$ cat config.mk
export PLATFORM = sky130hd
export DESIGN_NAME = dgst_tracker
export DESIGN_NICKNAME = d
export VERILOG_FILES = /design/src/rtl/dgst_pkg.sv /design/src/rtl/dgst_weigh.sv /design/src/rtl/dgst_group.sv /design/src/rtl/dgst_nopq.sv /design/src/rtl/dgst_tracker.sv
export SDC_FILE = /design/constraint.sdc
export NUM_CORES = 1
export LEC_CHECK = 0
export BUFFER_PORTS_ARGS = -buffer_cell sky130_fd_sc_hd__buf_4
export CORE_ASPECT_RATIO = 2
export CORE_MARGIN = 2
export CORE_UTILIZATION = 40
export DETAILED_ROUTE_END_ITERATION = 16
export GPL_ROUTABILITY_DRIVEN = 0
export MAX_ROUTING_LAYER = met4
export PLACE_DENSITY = 0.59
export RECOVER_POWER = 50
export SLEW_MARGIN = 10
export SYNTH_ARGS = -nofsm -noshare
export SYNTH_HDL_FRONTEND = slang
export SYNTH_HIERARCHICAL = 1
export SYNTH_SLANG_ARGS = --single-unit
$ cat constraint.sdc
create_clock -name clk -period 8.85 [get_ports clk]
set_input_delay 0.4425 -clock clk [delete_from_list [all_inputs] [get_ports clk]]
set_output_delay 0.4425 -clock clk [all_outputs]
set_load 0.05 [all_outputs]
$ cat src/rtl/dgst_pkg.sv
package dgst_pkg;
    // instruction class codes seen on cls_i
    localparam logic [3:0] IC_PLAIN  = 4'd0;
    localparam logic [3:0] IC_CRLOG  = 4'd1;
    localparam logic [3:0] IC_MFCR   = 4'd2;
    localparam logic [3:0] IC_MTSPR  = 4'd3;
    localparam logic [3:0] IC_DIV    = 4'd4;
    localparam logic [3:0] IC_LDUPD  = 4'd5;
    localparam logic [3:0] IC_LDALG  = 4'd6;
    localparam logic [3:0] IC_STUPD  = 4'd7;
    localparam logic [3:0] IC_LDUPDX = 4'd8;
    localparam logic [3:0] IC_LDRSV  = 4'd9;
    localparam logic [3:0] IC_STCOND = 4'd10;
    localparam logic [3:0] IC_STUPDX = 4'd11;
    localparam logic [3:0] IC_MTCR   = 4'd12;
endpackage

$ cat src/rtl/dgst_weigh.sv
module dgst_weigh
    import dgst_pkg::*;
#(
    parameter int CLS_W = 4,
    parameter int WT_W  = 3
) (
    input  logic [CLS_W-1:0] cls_i,
    input  logic             rec_i,
    output logic [WT_W-1:0]  wt_o,
    output logic             first_o
);
    localparam logic [WT_W-1:0] W1 = WT_W'(1);
    localparam logic [WT_W-1:0] W2 = WT_W'(2);
    localparam logic [WT_W-1:0] W4 = WT_W'(4);

    logic [WT_W-1:0] base;
    logic            forced_first;

    always_comb begin
        base = W1;
        forced_first = 1'b0;
        case (4'(cls_i))
            IC_DIV, IC_LDUPD, IC_LDALG, IC_STUPD:               base = W2;
            IC_LDUPDX, IC_LDRSV, IC_STCOND, IC_STUPDX, IC_MTCR:  base = W4;
            IC_CRLOG, IC_MFCR, IC_MTSPR:                          forced_first = 1'b1;
            default:                                              base = W1;
        endcase
        wt_o    = (base == W1 && rec_i) ? W2 : base;
        first_o = forced_first || (wt_o != W1);
    end
endmodule

$ cat src/rtl/dgst_group.sv
module dgst_group #(
    parameter int FILL_W    = 4,
    parameter int WT_W      = 3,
    parameter int GRP_SLOTS = 5,
    parameter int NOP_CLR   = 6
) (
    input  logic              clk,
    input  logic              rst_n,
    input  logic              flush_i,
    input  logic              emit_i,
    input  logic              nop_i,
    input  logic              term_i,
    input  logic              br_i,
    input  logic              first_i,
    input  logic [WT_W-1:0]   wt_i,
    output logic [FILL_W-1:0] fill_q_o,
    output logic [FILL_W-1:0] fill_pre_o
);
    localparam int               BR_W     = 2;
    localparam logic [FILL_W-1:0] EMIT_CLR = FILL_W'(GRP_SLOTS);
    localparam logic [FILL_W-1:0] NOPC     = FILL_W'(NOP_CLR);
    localparam logic [FILL_W-1:0] FILL_MAX = {FILL_W{1'b1}};

    typedef struct packed {
        logic [FILL_W-1:0] fill;
        logic [BR_W-1:0]   brs;
    } grp_t;

    grp_t st_q, st_d, mid;

    function automatic logic [FILL_W-1:0] sat_add(input logic [FILL_W-1:0] a,
                                                  input logic [WT_W-1:0]   b);
        logic [FILL_W:0] s;
        s = {1'b0, a} + {{(FILL_W+1-WT_W){1'b0}}, b};
        return s[FILL_W] ? FILL_MAX : s[FILL_W-1:0];
    endfunction

    always_comb begin
        // no-op report is applied ahead of a same-cycle emit
        mid = st_q;
        if (nop_i) begin
            if (term_i || mid.fill == NOPC) mid = '0;
            else                            mid.fill = sat_add(mid.fill, WT_W'(1));
        end
        st_d = mid;
        if (emit_i) begin
            if (mid.fill == EMIT_CLR || (br_i && mid.brs != '0)) st_d = '0;
            if (first_i && st_d.fill != '0)                      st_d = '0;
            st_d.fill = sat_add(st_d.fill, wt_i);
            if (br_i) st_d.brs = st_d.brs + BR_W'(1);
        end
        if (flush_i) st_d = '0;
    end

    always_ff @(posedge clk or negedge rst_n) begin
        if (!rst_n) st_q <= '0;
        else        st_q <= st_d;
    end

    assign fill_q_o   = st_q.fill;
    assign fill_pre_o = mid.fill;

    AST_FLUSH_EMPTIES: assert property (@(posedge clk) disable iff (!rst_n)
        flush_i |=> (st_q.fill == '0 && st_q.brs == '0));
    AST_ONE_BRANCH: assert property (@(posedge clk) disable iff (!rst_n)
        st_q.brs <= BR_W'(1));
    AST_TERM_NOP_CLEARS: assert property (@(posedge clk) disable iff (!rst_n)
        (nop_i && term_i && !emit_i && !flush_i) |=> st_q.fill == '0);
    AST_NOP_ADDS_ONE: assert property (@(posedge clk) disable iff (!rst_n)
        (nop_i && !term_i && !emit_i && !flush_i && st_q.fill != NOPC && st_q.fill != FILL_MAX)
        |=> st_q.fill == $past(st_q.fill) + 1'b1);
endmodule

$ cat src/rtl/dgst_nopq.sv
module dgst_nopq #(
    parameter int FILL_W    = 4,
    parameter int CNT_W     = 3,
    parameter int GRP_SLOTS = 5,
    parameter int NOP_CLR   = 6
) (
    input  logic [FILL_W-1:0] fill_i,
    input  logic              las_i,
    input  logic              term_i,
    output logic [CNT_W-1:0]  cnt_o
);
    localparam logic [FILL_W-1:0] EMIT_CLR = FILL_W'(GRP_SLOTS);
    localparam logic [FILL_W-1:0] NOPC     = FILL_W'(NOP_CLR);

    always_comb begin
        cnt_o = '0;
        if (las_i && fill_i < NOPC) begin
            if (term_i)                 cnt_o = CNT_W'(1);
            else if (fill_i <= EMIT_CLR) cnt_o = CNT_W'(EMIT_CLR - fill_i);
            else                         cnt_o = '0;
        end
    end
endmodule

$ cat src/rtl/dgst_tracker.sv
module dgst_tracker #(
    parameter int CLS_W     = 4,
    parameter int FILL_W    = 4,
    parameter int WT_W      = 3,
    parameter int CNT_W     = 3,
    parameter int GRP_SLOTS = 5,
    parameter int NOP_CLR   = 6
) (
    input  logic              clk,
    input  logic              rst_n,
    input  logic              flush_i,
    input  logic              emit_i,
    input  logic [CLS_W-1:0]  cls_i,
    input  logic              rec_i,
    input  logic              br_i,
    input  logic              las_i,
    input  logic              nop_i,
    input  logic              term_nop_i,
    output logic              vld_o,
    output logic [WT_W-1:0]   wt_o,
    output logic              first_o,
    output logic              prefer_o,
    output logic              hazard_o,
    output logic [CNT_W-1:0]  nopcnt_o,
    output logic [FILL_W-1:0] fill_o
);
    localparam logic [CNT_W-1:0] CNT_LIM = CNT_W'(GRP_SLOTS);

    typedef struct packed {
        logic             vld;
        logic [WT_W-1:0]  wt;
        logic             first;
        logic             prefer;
        logic             hazard;
        logic [CNT_W-1:0] nopcnt;
    } res_t;

    logic [WT_W-1:0]   cand_wt;
    logic              cand_first;
    logic [FILL_W-1:0] fill_pre;
    logic [CNT_W-1:0]  cand_cnt;
    res_t              res_d, res_q;

    dgst_weigh #(.CLS_W(CLS_W), .WT_W(WT_W)) u_weigh (
        .cls_i   (cls_i),
        .rec_i   (rec_i),
        .wt_o    (cand_wt),
        .first_o (cand_first)
    );

    dgst_group #(.FILL_W(FILL_W), .WT_W(WT_W), .GRP_SLOTS(GRP_SLOTS), .NOP_CLR(NOP_CLR)) u_group (
        .clk        (clk),
        .rst_n      (rst_n),
        .flush_i    (flush_i),
        .emit_i     (emit_i),
        .nop_i      (nop_i),
        .term_i     (term_nop_i),
        .br_i       (br_i),
        .first_i    (cand_first),
        .wt_i       (cand_wt),
        .fill_q_o   (fill_o),
        .fill_pre_o (fill_pre)
    );

    dgst_nopq #(.FILL_W(FILL_W), .CNT_W(CNT_W), .GRP_SLOTS(GRP_SLOTS), .NOP_CLR(NOP_CLR)) u_nopq (
        .fill_i (fill_pre),
        .las_i  (las_i),
        .term_i (term_nop_i),
        .cnt_o  (cand_cnt)
    );

    always_comb begin
        res_d.vld    = emit_i && !flush_i;
        res_d.wt     = cand_wt;
        res_d.first  = cand_first;
        res_d.prefer = cand_first && (fill_pre != '0);
        res_d.hazard = las_i;
        res_d.nopcnt = cand_cnt;
    end

    always_ff @(posedge clk or negedge rst_n) begin
        if (!rst_n) res_q <= '0;
        else        res_q <= res_d;
    end

    assign vld_o    = res_q.vld;
    assign wt_o     = res_q.wt;
    assign first_o  = res_q.first;
    assign prefer_o = res_q.prefer;
    assign hazard_o = res_q.hazard;
    assign nopcnt_o = res_q.nopcnt;

    AST_WT_POW2: assert property (@(posedge clk) disable iff (!rst_n)
        vld_o |-> $countones(wt_o) == 1);
    AST_MULTI_OPENS: assert property (@(posedge clk) disable iff (!rst_n)
        (vld_o && wt_o > WT_W'(1)) |-> first_o);
    AST_PREFER_NEEDS_FIRST: assert property (@(posedge clk) disable iff (!rst_n)
        prefer_o |-> first_o);
    AST_VLD_LATENCY: assert property (@(posedge clk) disable iff (!rst_n)
        (emit_i && !flush_i) |=> vld_o);
    AST_FLUSH_NO_VLD: assert property (@(posedge clk) disable iff (!rst_n)
        flush_i |=> !vld_o);
    AST_NOPCNT_BOUND: assert property (@(posedge clk) disable iff (!rst_n)
        nopcnt_o <= CNT_LIM);
    AST_NOPCNT_NEEDS_HAZ: assert property (@(posedge clk) disable iff (!rst_n)
        (nopcnt_o != '0) |-> hazard_o);
endmodule

==> summary.txt, run 1 <==
Status: finished clean
Capture point of the worst reg-to-reg path: u_group/fill_q_o[0]
# rows: 26
Top cell type's share of synthesized area: 37.3%
DR WL/cell: 16.8 µm
Die Span Y: 77.3 µm
Largest net degree at the start of global routing: 17
Final setup margin: 5430 ps
Max_cap viols: 0
WL final: 2.67 mm
TritonCTS clock tree: built
Worst skew pair latency: 250 ps
Placed cell areas: 1270 µm²
Slew Limit Fails: 0
CP startpoint kind: flip-flop
Top_reg_cell synth: dfrtp_1
First-pass GRT wire length: 4.32 mm
Clock buffer count from CTS: 3
Post-route ant nets: 0
Area Overhead vs Synth: 19.6%
Final TNS setup: 0 ps
Initial antenna violation count: 0
Vias: 983
Syn nets: 126
CTS root buffer: clkbuf_8
Syn Area/Cell: 10.0 µm²
DR WL met3: 83 µm
Wire length on met2: 1.55 mm
Highest Signal Layer: met4
Post-synthesis sequential area ratio: 37.3%
Port Buffers: 26
Kind of critical path: reg -> reg
Crit Path Max Fanout: 8
# DRC: 0
Fraction of registers with async set/reset: 100%
Peak VDD IR: 86.6 µV
Vias in the first global route: 985
Ys Warns: 6
Most frequent cells in the layout: 19 x buf_4, 16 x dfrtp_1, 12 x inv_1
Die W: 40.7 µm
Worst rel slew slack: 41.5%
Io pins: 27
Core area: 2570 µm²
Yosys reg bits: 16
Crit path time final: 3420 ps
Worst hold path type: in -> async
Layout cells sized above 1: 23.7%
Met1 wire length: 964 µm
Post-synth EDFFs: 0
Die Area: 3140 µm²
Final instance area: 1280 µm²
Critical R2R Launch: u_group/fill_q_o[0]
Aggregate global routing overflow: 0
Final #Nets: 152
Fin cells: 159
Syn Inst Count: 107
RSZ-0062 raised after global routing: false
Fillcell total: 257
Pleak: 0.577 nW
Final Hold Viols: 0
CTS Buffer Depth: 2
P per Cell Area: 145 nW/µm²
Synthesized area: 1070 µm²
Initial DRC count: 30
Area contributors post-synth: dfrtp_1 37%, ha_1 5.8%, inv_1 4.2%
Arr. time, crit path: 3570 ps
Reg2reg path depth: 15
Synth area leader: dfrtp_1
DP HPWL: 2.12 mm
Hold Buf Count CTS: 0
# setup viols final: 0
Dpl cells: 156
R2r setup slk: 5430 ps
Clk pin slew, worst setup/hold paths: 60 ps
Setup crit end kind: flip-flop
Yosys cell types: 43
Worst slack at placement: 5490 ps
Final core utilization: 50.0%
FMAX: 292 MHz
CTS Sinks: 16
Vias/cell: 6.18
Final period util: 38.7%
Critical Path RT: 8990 ps
Initial core utilization: 41.8%
Leading cell type in the layout, fill and taps excluded: buf_4
Post-cts resize count: 0
H-tree levels: 1
TritonRoute pass-1 iters: 7
Layout Skew: 7.21 ps
GRT Overall Usage: 20.0%
Worst slew pin tran: 878 ps
Ant. Diodes: 0
Postcts setup bufs: 0
## synth_stat cells, types with 2 or more instances
| cell type | count |
|---|---|
| a21oi_1 | 7 |
| buf_4 | 4 |
| nand2b_1 | 2 |
| inv_1 | 12 |
| a221oi_1 | 3 |
| o21bai_1 | 2 |
| nor3_1 | 2 |
| o211ai_1 | 4 |
| nand3_1 | 4 |
| nor2b_1 | 2 |
| o21ai_0 | 3 |
| ha_1 | 5 |
| o31ai_1 | 3 |
| or4_1 | 2 |
| o31a_1 | 2 |
| a211oi_1 | 4 |
| dfrtp_1 | 16 |
| nand2_1 | 4 |
| a22oi_1 | 2 |
## worst max path at each step
stage,slack [ps],cells after the start,startpoint,end
floorplan,5840,13,u_group/fill_q_o[0],u_group/fill_q_o[3]
global placement,5510,15,u_group/fill_q_o[0],u_group/fill_q_o[2]
detailed placement,5490,15,u_group/fill_q_o[0],u_group/fill_q_o[0]
CTS,5440,15,u_group/fill_q_o[0],u_group/fill_q_o[0]
global route,5200,15,u_group/fill_q_o[0],u_group/fill_q_o[2]
finish,5430,15,u_group/fill_q_o[0],u_group/fill_q_o[0]
## stage by stage
step	power, mW	hold WS (ps)
after floorplan	0.118	147
after global placement	0.136	312
after detailed placement	0.137	318
after CTS	0.191	47.4
after global routing	0.197	352
final	0.187	286
## power breakdown
group | total, mW | switching [mW] | internal (mW)
Sequential | 0.0808 | 0.00305 | 0.0777
Clock | 0.0532 | 0.0231 | 0.0302
Combinational | 0.0527 | 0.0365 | 0.0163
Total | 0.187 | 0.0626 | 0.124
## layout make-up
type | count | area, µm² | area share [%]
clock buffer | 3 | 41.3 | 3.21
inverter | 13 | 48.8 | 3.80
timing repair buffer | 26 | 169 | 13.1
multi-input combinational | 73 | 591 | 46.0
tap | 28 | 35.0 | 2.73
sequential | 16 | 400 | 31.2
## state kept, by name, summed over array words and instances (netlist names)
signal / cells
hazard_o: 1
u_group/fill_q_o: 4
prefer_o: 1
nopcnt_o: 3
first_o: 1
wt_o: 3
u_group/st_q: 2
vld_o: 1
## kinds of logic (layout without fill, tap and decap cells)
kind of cell    after synthesis  in the layout  share of synthesized area (%)
buf+inv                      18             42                           7.80
compound gates               39             39                           27.4
xor+xnor                      1              1                          0.815
fa+ha+maj                     6              6                           7.68
simple gates                 27             27                           19.1
flops                        16             16                           37.3
## critical path, cell delays in order, from the launching register on
cell	delay (ps)
dfrtp_1	460
inv_1	70
ha_1	200
and3b_4	200
nor3_4	170
a22oi_1	140
inv_1	260
a21oi_1	130
a211oi_1	300
ha_1	220
inv_1	60
fa_1	420
inv_1	80
a21oi_1	60
o31a_1	270
a221oi_1	260
## layer usage
metal	up-vias	global-route usage (%)
met3	8	2.60
li1	453	-
met4	0	8.67
met2	35	33.7
met5	-	-
met1	487	21.5
Note: power is estimated with default switching activity, not from simulation.
==> run 2, diff against run 1 <==
Clock period 8.85 ns to 3.4 ns, I/O delays scaled along.
==> run 2 against run 1 <==
  * Sequential power grew to 2.6 times the previous value
  * Sequential share of layout area shrank 1.6 points
  * Worst setup slack lost 5200 ps
  * Highest routed layer unchanged
==> summary.txt, run 2 (same netlist as run 1, synthesis figures left out) <==
# rows: 26 (unchanged)
Initial antenna violation count: 0 (unchanged)
Ant. Diodes: 0 (unchanged)
CP startpoint kind: flip-flop
Final Hold Viols: 0 (unchanged)
H-tree levels: 1 (unchanged)
Internal power: 0.356 mW (+190%)
Part of the power in combinational logic: 28.4% (+0.2 points)
TritonRoute pass-1 iters: 4 (-3)
Top cell by count, worst path: a211oi_1
# setup viols final: 0 (unchanged)
R2r setup slk: 260 ps (-5170 ps)
Core area: 2570 µm² (unchanged)
Max_cap viols: 0 (unchanged)
Final TNS setup: 0 ps (unchanged)
Layout Skew: 3.51 ps (-3.70 ps)
Placed cell areas: 1320 µm² (+3.5%)
Worst slew pin tran: 887 ps (+8.64 ps)
DR WL/cell: 16.0 µm (-4.6%)
Buffers & Inverters on Critical Path: 3 (-1)
Hold Crit Endpoint: hazard_o
Slowest cell on crit path: or4_1
Worst skew pair latency: 250 ps (about the same)
Clk pin slew, worst setup/hold paths: 60 ps (about the same)
Worst Hold Path Cells: 1
Largest net degree at the start of global routing: 17 (unchanged)
P per Cell Area: 387 nW/µm² (+170%)
Io pins: 27 (unchanged)
FMAX: 318 MHz (+9.0%)
Peak VDD IR: 235 µV (+170%)
WP depth: 15 (unchanged)
Clock Power Share: 31.8% (+3.3 points)
CTS Buffer Depth: 2 (unchanged)
DP HPWL: 2.14 mm (+0.59%)
Initial DRC count: 30 (unchanged)
Status: finished clean
WL final: 2.67 mm (+0.15%)
Post-route ant nets: 0 (unchanged)
Vias in the first global route: 1000 (+1.5%)
Port Buffers: 26 (unchanged)
RSZ-0062 raised after global routing: false
Worst hold path type: in -> reg
Switching share of power: 32.2% (-1.3 points)
Critical R2R Launch: u_group/fill_q_o[0]
Final instance area: 1350 µm² (+5.4%)
Reg2reg path depth: 15 (unchanged)
Die W: 40.7 µm (unchanged)
Most frequent cells in the layout: 25 x buf_4, 16 x dfrtp_1, 12 x inv_1
# DRC: 0 (unchanged)
Setup crit end kind: flip-flop
CTS Sinks: 16 (unchanged)
Seq pwr share: 39.8% (-3.5 points)
Post-cts resize count: 0 (unchanged)
Arr. time, crit path: 3260 ps (-310 ps)
Capture point of the worst reg-to-reg path: u_group/fill_q_o[3]
Critical Path RT: 3520 ps (-5470 ps)
Crit Path Max Fanout: 7 (-1)
Vias: 992 (+0.92%)
First-pass GRT wire length: 4.49 mm (+3.8%)
Worst rel slew slack: 40.9% (-0.58 points)
Vias/cell: 5.94 (-3.9%)
Slew Limit Fails: 0 (unchanged)
Leading cell type in the layout, fill and taps excluded: buf_4
Final #Nets: 159 (+4.6%)
Layout cells sized above 1: 27.3% (+3.7 points)
CTS root buffer: clkbuf_8
Pleak: 0.618 nW (+7.1%)
Aggregate global routing overflow: 0 (unchanged)
GRT Overall Usage: 20.4% (+0.40 points)
Initial core utilization: 41.8% (unchanged)
Kind of critical path: reg -> reg
Largest register FFs: 4 (unchanged)
Hold path startpoint: las_i
CP delay by family, top: compound AO/OA/AOI/OAI gates
Die Span Y: 77.3 µm (unchanged)
Worst path cell trace: buf_4 > ha_1 > nand3_1 > nand2_1 > a22oi_1 > inv_1 > a21oi_1 > a211oi_1 > ha_1 > inv_1 > fa_1 > nand2_1 > or4_1 > a211oi_1 > a211oi_1
Sw Pwr: 0.169 mW (+170%)
Crit path time final: 3140 ps (-282 ps)
Area Overhead vs Synth: 26.0%
Die Area: 3140 µm² (unchanged)
Fillcell total: 241 (-6.2%)
Final period util: 92.4% (+54 points)
Clock buffer count from CTS: 3 (unchanged)
Crit path largest cell delay: 400 ps (-60 ps)
TritonCTS clock tree: built
run 2: cell types whose count changed in the layout (fill, tap and decap cells not counted), sizes merged:
cell and delta:
dlygate4sd3 +1, buf +6, clkbuf +1
run 2: stage by stage:
| step | std cells | power [mW] | util [%] | worst slack, ps | hold WS [ps] |
|---|---|---|---|---|---|
| 6_report | 167 | 0.525 | 52.7 | 257 | 87.9 |
| 5_1_grt | 167 | 0.552 | 52.7 | 39.7 | 94.5 |
| 4_1_cts | 167 | 0.536 | 53.7 | 293 | 49.1 |
| 3_5_place_dp | 162 | 0.364 | 51.2 | 315 | 45.6 |
| 3_3_place_gp | 162 | 0.362 | 51.2 | 353 | 39.9 |
| 2_1_floorplan | 107 | 0.306 | - | 394 | -126 |
run 2: cell type report:
type	instances	area (µm²)	area share (%)
tap	28	35.0	2.59
multi-input combinational	73	591	43.6
inverter	13	48.8	3.60
timing repair buffer	33	224	16.5
clock buffer	4	55.1	4.07
sequential	16	400	29.6
run 2: repair_timing:
action,in CTS,in global routing
setup buffers,0,0
hold endpoints to repair,16,0
hold buffers,1,0
run 2: metal layers:
metal / up-vias / global-route usage, % / wire (µm)
met5: - / - / 0
met4: 0 / 7.67 / 23
met3: 2 / 2.89 / 135
met2: 41 / 34.9 / 1590
met1: 477 / 21.7 / 929
li1: 472 / - / -
run 2: power groups by stage:
| stage | Combinational [mW] | Clock [mW] | Sequential [mW] |
|---|---|---|---|
| 2_1_floorplan | 0.0632 | 0 | 0.243 |
| 3_3_place_gp | 0.150 | 0 | 0.212 |
| 3_5_place_dp | 0.152 | 0 | 0.213 |
| 4_1_cts | 0.153 | 0.173 | 0.209 |
| 5_1_grt | 0.161 | 0.180 | 0.210 |
| 6_report | 0.149 | 0.167 | 0.209 |
run 2: worst max path at each step:
stage | from | to | slack [ps]
finish | u_group/fill_q_o[0] | u_group/fill_q_o[3] | 260
global route | u_group/fill_q_o[0] | u_group/fill_q_o[3] | 40
CTS | u_group/fill_q_o[0] | u_group/fill_q_o[3] | 290
detailed placement | u_group/fill_q_o[0] | u_group/fill_q_o[3] | 310
global placement | cls_i[1] | u_group/fill_q_o[2] | 350
floorplan | u_group/fill_q_o[0] | u_group/fill_q_o[3] | 390
